==> config.mk <==
export PLATFORM = sky130hd
export DESIGN_NAME = l2_port_arbiter
export DESIGN_NICKNAME = d
export VERILOG_FILES = /design/src/rtl/l2_port_arbiter.sv
export SDC_FILE = /design/constraint.sdc
export NUM_CORES = 1
export LEC_CHECK = 0
export BUFFER_PORTS_ARGS = -buffer_cell sky130_fd_sc_hd__buf_2
export CORE_UTILIZATION = 28
export DETAILED_ROUTE_END_ITERATION = 16
export GPL_TIMING_DRIVEN = 0
export HOLD_SLACK_MARGIN = 0.02
export PLACE_DENSITY = 0.79
export SYNTH_ARGS = -nofsm -noshare
export SYNTH_HDL_FRONTEND = slang
export SYNTH_SLANG_ARGS = --single-unit
==> constraint.sdc <==
create_clock -name clk -period 1.1 [get_ports clk]
set_input_delay 0.22 -clock clk [delete_from_list [all_inputs] [get_ports clk]]
set_output_delay 0.22 -clock clk [all_outputs]
set_load 0.01 [all_outputs]
==> src/rtl/l2_port_arbiter.sv <==
module l2_port_arbiter #(
  parameter int WAY_KB   = 16,
  parameter int NUM_WAYS = 4,
  parameter int DATA_W   = 32
) (
  input  logic                clk,
  input  logic                rst_n,
  input  logic                cfg_wr_en,
  input  logic [DATA_W-1:0]   cfg_wdata,
  output logic [DATA_W-1:0]   cfg_rdata,
  input  logic                dc_req,
  output logic                dc_gnt,
  input  logic                xb_req,
  output logic                xb_gnt,
  output logic                inv_prog,
  output logic                inv_data,
  output logic [NUM_WAYS-1:0] way_en,
  output logic [$clog2(NUM_WAYS*WAY_KB+1)-1:0] sram_kb
);
  localparam int PRIO_BIT = DATA_W - 1;
  localparam int IP_BIT   = 9;
  localparam int ID_BIT   = 8;
  localparam int MODE_W   = 3;
  localparam int CNT_W    = $clog2(NUM_WAYS + 1);
  localparam int SRAM_W   = $clog2(NUM_WAYS*WAY_KB + 1);

  typedef enum logic [1:0] {OWN_NONE, OWN_DC, OWN_XB} owner_t;

  logic              prio_q;
  logic [MODE_W-1:0] mode_q;
  logic              inv_prog_q, inv_data_q;
  owner_t            owner_q, owner_d;
  logic [MODE_W-1:0] wr_mode;
  logic              wr_mode_ok;
  logic [CNT_W-1:0]  way_cnt;

  assign wr_mode    = cfg_wdata[MODE_W-1:0];
  assign wr_mode_ok = (wr_mode == 3'b111) || !wr_mode[2];

  always_ff @(posedge clk) begin
    if (!rst_n) begin
      prio_q     <= 1'b0;
      mode_q     <= '0;
      inv_prog_q <= 1'b0;
      inv_data_q <= 1'b0;
    end else begin
      inv_prog_q <= cfg_wr_en & cfg_wdata[IP_BIT];
      inv_data_q <= cfg_wr_en & cfg_wdata[ID_BIT];
      if (cfg_wr_en) begin
        prio_q <= cfg_wdata[PRIO_BIT];
        if (wr_mode_ok) mode_q <= wr_mode;
      end
    end
  end

  always_comb begin
    cfg_rdata           = '0;
    cfg_rdata[PRIO_BIT] = prio_q;
    cfg_rdata[MODE_W-1:0] = mode_q;
  end

  assign inv_prog = inv_prog_q;
  assign inv_data = inv_data_q;

  always_comb begin
    if (owner_q == OWN_DC && dc_req)      owner_d = OWN_DC;
    else if (owner_q == OWN_XB && xb_req) owner_d = OWN_XB;
    else if (dc_req && xb_req)            owner_d = prio_q ? OWN_XB : OWN_DC;
    else if (dc_req)                      owner_d = OWN_DC;
    else if (xb_req)                      owner_d = OWN_XB;
    else                                  owner_d = OWN_NONE;
  end

  always_ff @(posedge clk) begin
    if (!rst_n) owner_q <= OWN_NONE;
    else        owner_q <= owner_d;
  end

  assign dc_gnt = (owner_q == OWN_DC);
  assign xb_gnt = (owner_q == OWN_XB);

  always_comb begin
    case (mode_q)
      3'b001:  way_cnt = CNT_W'(1);
      3'b010:  way_cnt = CNT_W'(2);
      3'b011:  way_cnt = CNT_W'(3);
      3'b111:  way_cnt = CNT_W'(NUM_WAYS);
      default: way_cnt = '0;
    endcase
  end

  for (genvar w = 0; w < NUM_WAYS; w++) begin : g_way
    assign way_en[w] = (CNT_W'(w) < way_cnt);
  end

  assign sram_kb = SRAM_W'((NUM_WAYS - int'(way_cnt)) * WAY_KB);
endmodule

# Word-level counts from Yosys, hierarchy flattened
# Cells that the tools add are included.
dict set report word_totals {
  ff_bits 8
  latch_bits 0
  ram_bits 0
  mem_bits_ro 0
  output_inout_bits 47
  word_cells 35
  mem_count 0
}
dict set report classes {
  n_addsub 1
  n_mul 0
  div 0
  n_lt_le_gt_ge 4
  n_eq_ne 7
  shifts 0
  muxes 7
  bitwise_logic 3
  reduce_logical 7
}
# operator count
set op_table {}
lappend op_table {{3-bit case mux with 4 select lines} 1}
lappend op_table {{2-bit two-way mux} 5}
lappend op_table {{3-bit by 2-bit == test with 1-bit output, second input constant} 2}
lappend op_table {{3-bit == test, second input constant} 2}
lappend op_table {{1-bit by 3-bit < comparator with 1-bit output, first input constant} 2}
lappend op_table {{2-bit by 3-bit < comparator with 1-bit output, first input constant} 2}
lappend op_table {{3-bit by 1-bit == test with 1-bit output, second input constant} 1}
lappend op_table {{1-bit logical AND} 3}
lappend op_table {{3-bit subtractor, first input constant} 1}
lappend op_table {{1-bit AND} 2}
lappend op_table {{2-bit by 1-bit == test with 1-bit output, second input constant} 1}
lappend op_table {{2-bit == test, second input constant} 1}
lappend op_table {{2-bit AND reduction} 1}
lappend op_table {{2-bit OR reduction} 1}
lappend op_table {{1-bit zero test} 1}
lappend op_table {{1-bit logical OR} 1}
lappend op_table {{1-bit two-way mux} 1}
lappend op_table {{1-bit inverter} 1}

# Logic depth before layout (Yosys ltp)
# Gate-level depths: netlist (run 1).
dict set report logic_depth {
  ltp_word 5
  depth_mapped 3
}

# Worst setup path after synthesis (run 1)
# No wires, ideal clock.
dict set report synth_path {
  kind {reg-to-output}
  start {register mode_q[2]}
  end {output port sram_kb[6]}
  arrival_time_ns 0.968
  required_time_ns 0.880
  path_slack_ns -0.088
  stages_incl_launch_ff 4
  path_buffers 0
  path_cell_list {dfxtp_1 nand2b_1 ha_1 xor2_1}
}
dict set report synth_between {
  elab_chain_len 3
  word_cells_on_any_way 6
  cone_classes {add/sub: 1; eq/ne: 4; mux: 1}
}
# element line_no
set synth_rtl {}
lappend synth_rtl {{start: declaration} 30} ;# logic [MODE_W-1:0] mode_q;
lappend synth_rtl {{start signal: assignment} 51} ;# if (wr_mode_ok) mode_q <= wr_mode;
lappend synth_rtl {{3-bit == test, or another cell as far along} 83} ;# case (mode_q)
lappend synth_rtl {{3-bit case mux with 4 select lines *} 83}
lappend synth_rtl {{3-bit subtractor *} 96} ;# assign sram_kb = SRAM_W'((NUM_WAYS - int'(way_cnt)) * WAY_KB);
lappend synth_rtl {{end: declaration} 18} ;# output logic [$clog2(NUM_WAYS*WAY_KB+1)-1:0] sram_kb
# Every way passes the cells marked *; elsewhere a longest branch is shown, timed or not.

# Worst setup path in the final report (run 1)
# Ends and elaborated chain as after synthesis.

==> impl_metrics.json, run 1 <==
{
  "pin_count_of_the_biggest_net_entering_global_routing": 9,
  "hp-start": "dc_req",
  "routedWlPerCell_um": 8.305,
  "slew_viol_final": 0,
  "finClkSkew_ns": 0.0001326,
  "placement.setup.worst_slack_ns": -0.09615,
  "power_density_mw_per_mm2": 803.6,
  "die_area_mm2": 0.002455,
  "drtIter0Drc": 4,
  "grt_first_pass_wirelength_um": 2166,
  "filler_cell_count": 205,
  "grt_overflow_total": 0,
  "ir_worst_vdd_uv": 597.5,
  "rsz0062_at_grt": "yes",
  "timing.hold.worst_endpoint": "owner_q[1]$_SDFF_PP0_",
  "hold_viol": 0,
  "iteration_count_of_the_initial_detailed_routing_pass": 4,
  "core_region_area_mm2": 0.002042,
  "timing.critical_path.from_type": "flop",
  "synth_largest_type_area_fraction": 0.3913,
  "number_of_enable_flip_flop_cells_after_synthesis": 0,
  "cts_sinks": 8,
  "synthesis.instances": 74,
  "ys_async_sr_fraction": 0,
  "type_of_the_worst_setup_path": "reg -> out",
  "cts_made_buffers": 3,
  "fin_crit_sh": 1.274,
  "cts_root_buffer": "clkbuf_4",
  "worst_r2r_path_depth": 4,
  "mappedNetlistArea_um2": 633.1,
  "synth.ff_latch_count": 8,
  "die_x_um": 49.55,
  "failed_checks": "setup timing",
  "achievable-frequency_mhz": 713.8,
  "finalSetupViolations": 8,
  "total_leakage_power_nw": 0.6399,
  "clock_latency_ns": 0.25,
  "avgViaCountPerCell": 3.575,
  "netlist.top_cell.by_area": "buf_4",
  "path_clk_slew_ns": 0.05,
  "via_count_of_the_first_global_routing_pass": 577,
  "routed_wl_um": 1387,
  "highest_net_fanout_along_the_worst_path": 5,
  "outcome": "finished with violations",
  "post_synth_main_area_contributors": "buf_4, dfxtp_1, nand2b_1",
  "place_congestion": 0.6631,
  "post_synth.cell_area_avg_um2": 8.556,
  "yosys-top-cells-count": "buf_4, dfxtp_1, nand2b_1",
  "maxCapViolations": 0,
  "global_route.usage.total": 0.1142,
  "die_height_um": 49.55,
  "final.hold.worst_slack_ns": 0.1498,
  "final_antenna_net_count": 0,
  "io_buffer_count": 25,
  "post-dp-hpwl_um": 979.1,
  "endpoint_kind": "primary output",
  "critical_path_required_ns": 0.88,
  "initial_core_util": 0.3100,
  "worst_hold_path.num_cells": 2,
  "postLayoutSetupSlackWorst_ns": -0.3010,
  "ys_warn_count": 0,
  "final_net_count": 180,
  "drive_gt1_frac": 0.6214,
  "final_period_minus_worst_setup_slack_ns": 1.401,
  "number_of_antenna_violations_at_the_first_check_in_global_routing": 0,
  "clock_path_buffers": 2,
  "seq_area_frac_synth": 0.2530,
  "top_count_cell_post_synth": "buf_4",
  "synth.lib_cells_used.distinct": 22,
  "clock_tree_from_tritoncts": "yes",
  "drc": 0,
  "ys_dominant_reg_cell": "dfxtp_1",
  "worst_r2r_endpoint": "owner_q[0]$_SDFF_PN0_",
  "regToRegStartpoint": "owner_q[0]$_SDFF_PN0_",
  "cts_htree_levels": 1,
  "io-pin-count": 84,
  "route.vias.total": 597,
  "placementRows": 16,
  "holdCritPathClass": "in -> reg",
  "area_delta_synth_final_pct": 71.34,
  "diodes": 0,
  "worst-r2r-setup-slack_ns": 0.07,
  "critical_path_arrival_ns": 1.18
}
[flip-flops by register name, summed over array words and instances, names as in the netlist]
signal	flops
mode_q	3
inv_prog	1
owner_q	2
inv_data	1
prio_q	1
[final cells by class]
cell class              count  area, µm²  area share
multi-input cells          61      380.4      0.3506
repair buffers             32      214.0      0.1972
plain buffers              33      247.7      0.2284
clock buffers               3      22.52     0.02076
well taps                  27      33.78     0.03114
flip-flops and latches      8      175.2      0.1615
inverters                   3      11.26     0.01038
[per-stage QoR]
stage,TNS [ns],instances,power (mW),util,cell area [µm²]
2_1_floorplan,0,105,0.5345,-,763.2
3_3_place_gp,-0.07641,157,0.5909,0.4516,922.1
3_5_place_dp,-0.1367,157,0.5980,0.4516,922.1
4_1_cts,-1.251,166,0.8684,0.5202,1062
5_1_grt,-1.629,167,0.9355,0.5313,1085
6_report,-1.340,167,0.8717,0.5313,1085
[how the worst max path moves through the flow]
stage,from,end,cells past startpoint
finish,mode_q[2]$_SDFFE_PN0P_,sram_kb[6],4
floorplan,mode_q[1]$_SDFFE_PN0P_,sram_kb[6],2
CTS,mode_q[2]$_SDFFE_PN0P_,sram_kb[6],4
global placement,mode_q[2]$_SDFFE_PN0P_,sram_kb[6],4
detailed placement,mode_q[2]$_SDFFE_PN0P_,sram_kb[6],4
global route,mode_q[2]$_SDFFE_PN0P_,sram_kb[6],4
[worst max-delay path, cell delays in order, from the launching register on]
cell and delay, ns:
dfxtp_4 0.35, nand2b_4 0.15, ha_4 0.16, xor2_2 0.13
buf_2 0.13
[layout by cell type, fill, tap and decap left out, types with 3 or more instances in the layout]
| master | Yosys | layout |
|---|---|---|
| dfxtp_2 | 0 | 3 |
| buf_2 | 0 | 21 |
| buf_4 | 33 | 37 |
| clkbuf_4 | 0 | 3 |
| nor2b_1 | 3 | 3 |
| conb_1 | 1 | 32 |
| buf_6 | 0 | 7 |
| dfxtp_4 | 0 | 3 |
| nand2b_1 | 5 | 3 |
[layer usage]
metal / GRT usage / wire length [µm] / vias up
li1: - / - / 308
met1: 0.08720 / 471 / 252
met2: 0.2477 / 779 / 37
met3: 0.04630 / 136 / 0
met4: 0.02857 / 0 / 0
met5: 0 / 0 / -
[report_power, final]
part           internal, mW  switching [mW]
Sequential            0.304          0.0165
Clock                 0.124          0.0920
Combinational         0.188           0.147
Total                 0.617           0.255
[timing repair]
action,CTS,global route
setup endpoints to repair,8,10
cloned,0,0
pin swaps,3,2
hold buffers,0,0
setup buffers,6,1
resized for setup,18,5
[logic make-up after synthesis]
kind of cell / count (synthesis) / share of synthesized area
AOI/OAI and AO/OA: 8 / 0.1028
xor gates and xnor gates: 1 / 0.01384
adders and majority gates: 1 / 0.01976
buffers and inverters: 36 / 0.4091
DFF: 8 / 0.2530
muxes: 1 / 0.01581
other: 1 / 0.005923
and+or+nand+nor: 18 / 0.1799
Power figures use the tool's default switching activity.
==> run 2, diff against run 1 <==
--- a/config.mk
+++ b/config.mk
@@ -6,11 +6,11 @@
 export NUM_CORES = 1
 export LEC_CHECK = 0
 export BUFFER_PORTS_ARGS = -buffer_cell sky130_fd_sc_hd__buf_2
-export CORE_UTILIZATION = 28
+export CORE_UTILIZATION = 33
 export DETAILED_ROUTE_END_ITERATION = 16
 export GPL_TIMING_DRIVEN = 0
 export HOLD_SLACK_MARGIN = 0.02
-export PLACE_DENSITY = 0.79
+export PLACE_DENSITY = 0.87
 export SYNTH_ARGS = -nofsm -noshare
 export SYNTH_HDL_FRONTEND = slang
 export SYNTH_SLANG_ARGS = --single-unit
==> constraint.sdc (replaced) <==
create_clock -name clk -period 1.8 [get_ports clk]
set_input_delay 0.36 -clock clk [delete_from_list [all_inputs] [get_ports clk]]
set_output_delay 0.36 -clock clk [all_outputs]
set_load 0.01 [all_outputs]
==> impl_metrics.json, run 2 (synthesis gave the netlist of run 1 again) <==
{
  "grt_util_met3": 0.04365,
  "avgViaCountPerCell": 3.513,
  "routed_wl_um": 1129,
  "area_delta_synth_final_pct": 46.64,
  "pin_count_of_the_biggest_net_entering_global_routing": 9,
  "grt_overflow_total": 0,
  "post-dp-hpwl_um": 991.1,
  "slew_viol_final": 0,
  "outcome": "complete, no violations",
  "clock_tree_from_tritoncts": "yes",
  "cts_hold_buffers": 0,
  "maxCapViolations": 0,
  "achievable-frequency_mhz": 613.3,
  "grtUsageMet1": 0.07674,
  "slowest_delay_ns": 0.35,
  "most-common-layout-cells": "buf_4, conb_1, buf_2, dfxtp_1, nand2b_1",
  "critical_path_required_ns": 1.44,
  "clock_latency_ns": 0.25,
  "io_buffer_count": 25,
  "route.vias.total": 555,
  "critical_path_arrival_ns": 1.27,
  "path_clk_slew_ns": 0.05,
  "final_common_cell": "buf_4",
  "die_x_um": 45.80,
  "finalSetupViolations": 0,
  "worst_path_max_delay_cell": "dfxtp_1",
  "critical_path.cell_chain": "nand2b_1 > ha_1 > xor2_1 > buf_2",
  "groute.layer.met2.usage": 0.2171,
  "finClkSkew_ns": 0.003404,
  "drc": 0,
  "largest_reg_flops": 3,
  "total_leakage_power_nw": 0.5862,
  "timing.critical_path.from_type": "flop",
  "postLayoutSetupSlackWorst_ns": 0.1696,
  "place_congestion": 0.6145,
  "top_flop_regs": "mode_q: 3 flops, owner_q: 2 flops",
  "die_height_um": 45.80,
  "post_dp_cell_area_um2": 905.9,
  "core_region_area_mm2": 0.001764,
  "cts.repair.resized": 0,
  "routedWlPerCell_um": 7.146,
  "clock_path_buffers": 2,
  "drive_gt1_frac": 0.4812,
  "iteration_count_of_the_initial_detailed_routing_pass": 2,
  "setup_tns_ns": 0,
  "initial_core_util": 0.3589,
  "highest_net_fanout_along_the_worst_path": 7,
  "cts_post_setup_buffers_inserted": 0,
  "holdCritPathClass": "in -> reg",
  "ir_worst_vdd_uv": 315.5,
  "diodes": 0,
  "die_area_mm2": 0.002098,
  "fin_crit_sh": 0.9058,
  "type_of_the_worst_setup_path": "reg -> out",
  "total_power_uw": 495.7,
  "cts_root_buffer": "clkbuf_4",
  "rsz0062_at_grt": "no",
  "placement.setup.worst_slack_ns": 0.4300,
  "grt_first_pass_wirelength_um": 1538,
  "global_route.usage.total": 0.1046,
  "hold_viol": 0,
  "via_count_of_the_first_global_routing_pass": 421,
  "cts_htree_levels": 1,
  "placementRows": 15,
  "final_antenna_net_count": 0,
  "grt_busiest_layer": "met2",
  "power_density_mw_per_mm2": 533.9,
  "registers.top_by_ff_count": "mode_q",
  "post-route-util": 0.5262,
  "timing.critical_path.buf_inv": 1,
  "io-pin-count": 84,
  "number_of_antenna_violations_at_the_first_check_in_global_routing": 0,
  "endpoint_kind": "primary output",
  "final_period_minus_worst_setup_slack_ns": 1.630,
  "final_net_count": 173,
  "critPathTopFamily": "flip-flops",
  "drtIter0Drc": 1,
  "design_area_um2": 928.4,
  "cts_sinks": 8,
  "cts_made_buffers": 3
}
[run 2: power by group]
| group | total, mW | internal (mW) | switching, mW | leakage [nW] |
|---|---|---|---|---|
| clock | 0.134 | 0.0761 | 0.0578 | 0.0138 |
| sequential | 0.196 | 0.187 | 0.00916 | 0.0658 |
| combinational | 0.166 | 0.0879 | 0.0781 | 0.507 |
[run 2: stage by stage]
step | std cells | hold WS (ns)
after floorplan | 105 | 0.4470
after global placement | 155 | 0.5453
after detailed placement | 155 | 0.5533
after CTS | 158 | 0.2808
after global routing | 158 | 0.2902
final | 158 | 0.2907
[run 2: area by class of cell]
type | count | area [µm²]
Multi-Input combinational cell | 61 | 330.3
Fill cell | 190 | 835.8
Tap cell | 25 | 31.28
Inverter | 3 | 11.26
Sequential cell | 8 | 160.2
Clock buffer | 3 | 22.52
Buffer | 33 | 247.7
Timing Repair Buffer | 25 | 125.1
[run 2: per-layer routing]
metal | vias up | part of all wire | wire [µm]
met2 | 35 | 0.51 | 577
met4 | 0 | 0 | 0
li1 | 293 | - | -
met5 | - | 0 | 0
met3 | 0 | 0.11 | 126
met1 | 227 | 0.38 | 425
[run 2: worst paths after layout]
check,start,to,slack [ns],cells past startpoint
min reg2reg,prio_q$_SDFFE_PN0P_,prio_q$_SDFFE_PN0P_,0.57,2
max,mode_q[2]$_SDFFE_PN0P_,sram_kb[6],0.17,4
max reg2reg,owner_q[0]$_SDFF_PN0_,owner_q[0]$_SDFF_PN0_,0.87,3
min,dc_req,owner_q[1]$_SDFF_PP0_,0.29,2
==> run 3, diff against run 2 <==
--- a/config.mk
+++ b/config.mk
@@ -6,6 +6,7 @@
 export NUM_CORES = 1
 export LEC_CHECK = 0
 export BUFFER_PORTS_ARGS = -buffer_cell sky130_fd_sc_hd__buf_2
+export CORE_ASPECT_RATIO = 1.4
 export CORE_UTILIZATION = 33
 export DETAILED_ROUTE_END_ITERATION = 16
 export GPL_TIMING_DRIVEN = 0
==> impl_metrics.json, run 3 (synthesis gave the netlist of run 1 again) <==
{
  "p_seq_frac": 0.397,
  "iteration_count_of_the_initial_detailed_routing_pass": 2,
  "final_common_cell": "buf_4",
  "setup_tns_ns": 0,
  "io-pin-count": 84,
  "die_area_mm2": 0.002100,
  "slew_viol_final": 0,
  "clkPwrFrac": 0.267,
  "die_x_um": 39.02,
  "pin_count_of_the_biggest_net_entering_global_routing": 9,
  "postLayoutSetupSlackWorst_ns": 0.1723,
  "area_delta_synth_final_pct": 45.65,
  "outcome": "complete, no violations",
  "initial_core_util": 0.3558,
  "route.vias.total": 546,
  "routedWlPerCell_um": 6.967,
  "fin_crit_sh": 0.9043,
  "critical_path_required_ns": 1.44,
  "worst-r2r-setup-slack_ns": 0.89,
  "avgViaCountPerCell": 3.569,
  "cts_htree_levels": 1,
  "cts.repair.resized": 0,
  "endpoint_kind": "primary output",
  "diodes": 0,
  "finClkSkew_ns": 0.00006700,
  "maxCapViolations": 0,
  "clock_latency_ns": 0.25,
  "clock_tree_from_tritoncts": "yes",
  "final_net_count": 173,
  "largest_reg_flops": 3,
  "highest_net_fanout_along_the_worst_path": 7,
  "drtIter0Drc": 2,
  "cts_hold_buffers": 0,
  "numPlacedInstances": 150,
  "top_flop_regs": "mode_q: 3 flops, owner_q: 2 flops",
  "place_congestion": 0.6314,
  "placementRows": 18,
  "drc": 0,
  "core_region_area_mm2": 0.001779,
  "routed_wl_um": 1066,
  "total_leakage_power_nw": 0.5862,
  "placement.setup.worst_slack_ns": 0.4314,
  "internal_power_uw": 350.4,
  "global_route.usage.total": 0.1046,
  "type_of_the_worst_setup_path": "reg -> out",
  "clock_path_buffers": 2,
  "grt_first_pass_wirelength_um": 1524,
  "registers.top_by_ff_count": "mode_q",
  "most-common-layout-cells": "buf_4, conb_1, buf_2, dfxtp_1, nand2b_1",
  "achievable-frequency_mhz": 614.4,
  "ir_worst_vdd_uv": 349.5,
  "comb_power_share": 0.336,
  "timing.critical_path.from_type": "flop",
  "power.share.switching": 0.2867,
  "critical_path_arrival_ns": 1.27,
  "cts_root_buffer": "clkbuf_4",
  "post-dp-hpwl_um": 958.6,
  "number_of_antenna_violations_at_the_first_check_in_global_routing": 0,
  "final_antenna_net_count": 0,
  "path_clk_slew_ns": 0.05,
  "via_count_of_the_first_global_routing_pass": 400,
  "final_cell_count_no_fill": 153,
  "rsz0062_at_grt": "no",
  "power_density_mw_per_mm2": 532.8,
  "switching_power_uw": 140.9,
  "cts_post_setup_buffers_inserted": 0,
  "grt_overflow_total": 0,
  "final.hold.worst_slack_ns": 0.2932,
  "hold_viol": 0,
  "die_height_um": 53.83,
  "io_buffer_count": 25,
  "cts_made_buffers": 3,
  "total_power_uw": 491.3,
  "drive_gt1_frac": 0.4812,
  "cts_sinks": 8,
  "final_period_minus_worst_setup_slack_ns": 1.628,
  "holdCritPathClass": "in -> reg",
  "finalSetupViolations": 0
}
==> run 3: cell counts in the layout (fill, tap and decap cells not counted) <==
No cell type changed its count.
==> run 3: cell type report <==
cell class | count | area [µm²]
repair buffers | 25 | 125.1
inverters | 3 | 11.26
fillers | 184 | 857.1
plain buffers | 33 | 247.7
clock buffers | 3 | 22.52
flip-flops and latches | 8 | 160.2
multi-input cells | 61 | 330.3
well taps | 20 | 25.02
==> run 3: critical path, cell delays in order (launching register included) <==
cell and delay, ns:
dfxtp_1 0.35, nand2b_1 0.18, ha_1 0.21, xor2_1 0.15
buf_2 0.13
==> run 3: worst paths after layout <==
kind,from,to,depth (start not counted)
max,mode_q[2]$_SDFFE_PN0P_,sram_kb[6],4
min,dc_req,owner_q[1]$_SDFF_PP0_,2
max reg2reg,owner_q[1]$_SDFF_PP0_,owner_q[0]$_SDFF_PN0_,3
min reg2reg,prio_q$_SDFFE_PN0P_,prio_q$_SDFFE_PN0P_,2
==> run 3: per-layer routing <==
metal | global-route usage | routed length [µm] | up-vias
met2 | 0.2028 | 544 | 38
met3 | 0.07025 | 144 | 0
li1 | - | - | 296
met1 | 0.09068 | 377 | 212
met4 | 0 | 0 | 0
met5 | 0 | 0 | -
==> run 3: power groups by stage <==
stage / sequential, mW / clock, mW / combinational [mW]
2_1_floorplan: 0.200 / 0 / 0.124
3_3_place_gp: 0.198 / 0 / 0.160
3_5_place_dp: 0.199 / 0 / 0.163
4_1_cts: 0.195 / 0.139 / 0.163
5_1_grt: 0.196 / 0.149 / 0.185
6_report: 0.195 / 0.131 / 0.165
==> run 3: through the flow <==
stage | utilization | cell area, µm²
2_1_floorplan | - | 749.5
3_3_place_gp | 0.5056 | 899.6
3_5_place_dp | 0.5056 | 899.6
4_1_cts | 0.5183 | 922.1
5_1_grt | 0.5183 | 922.1
6_report | 0.5183 | 922.1
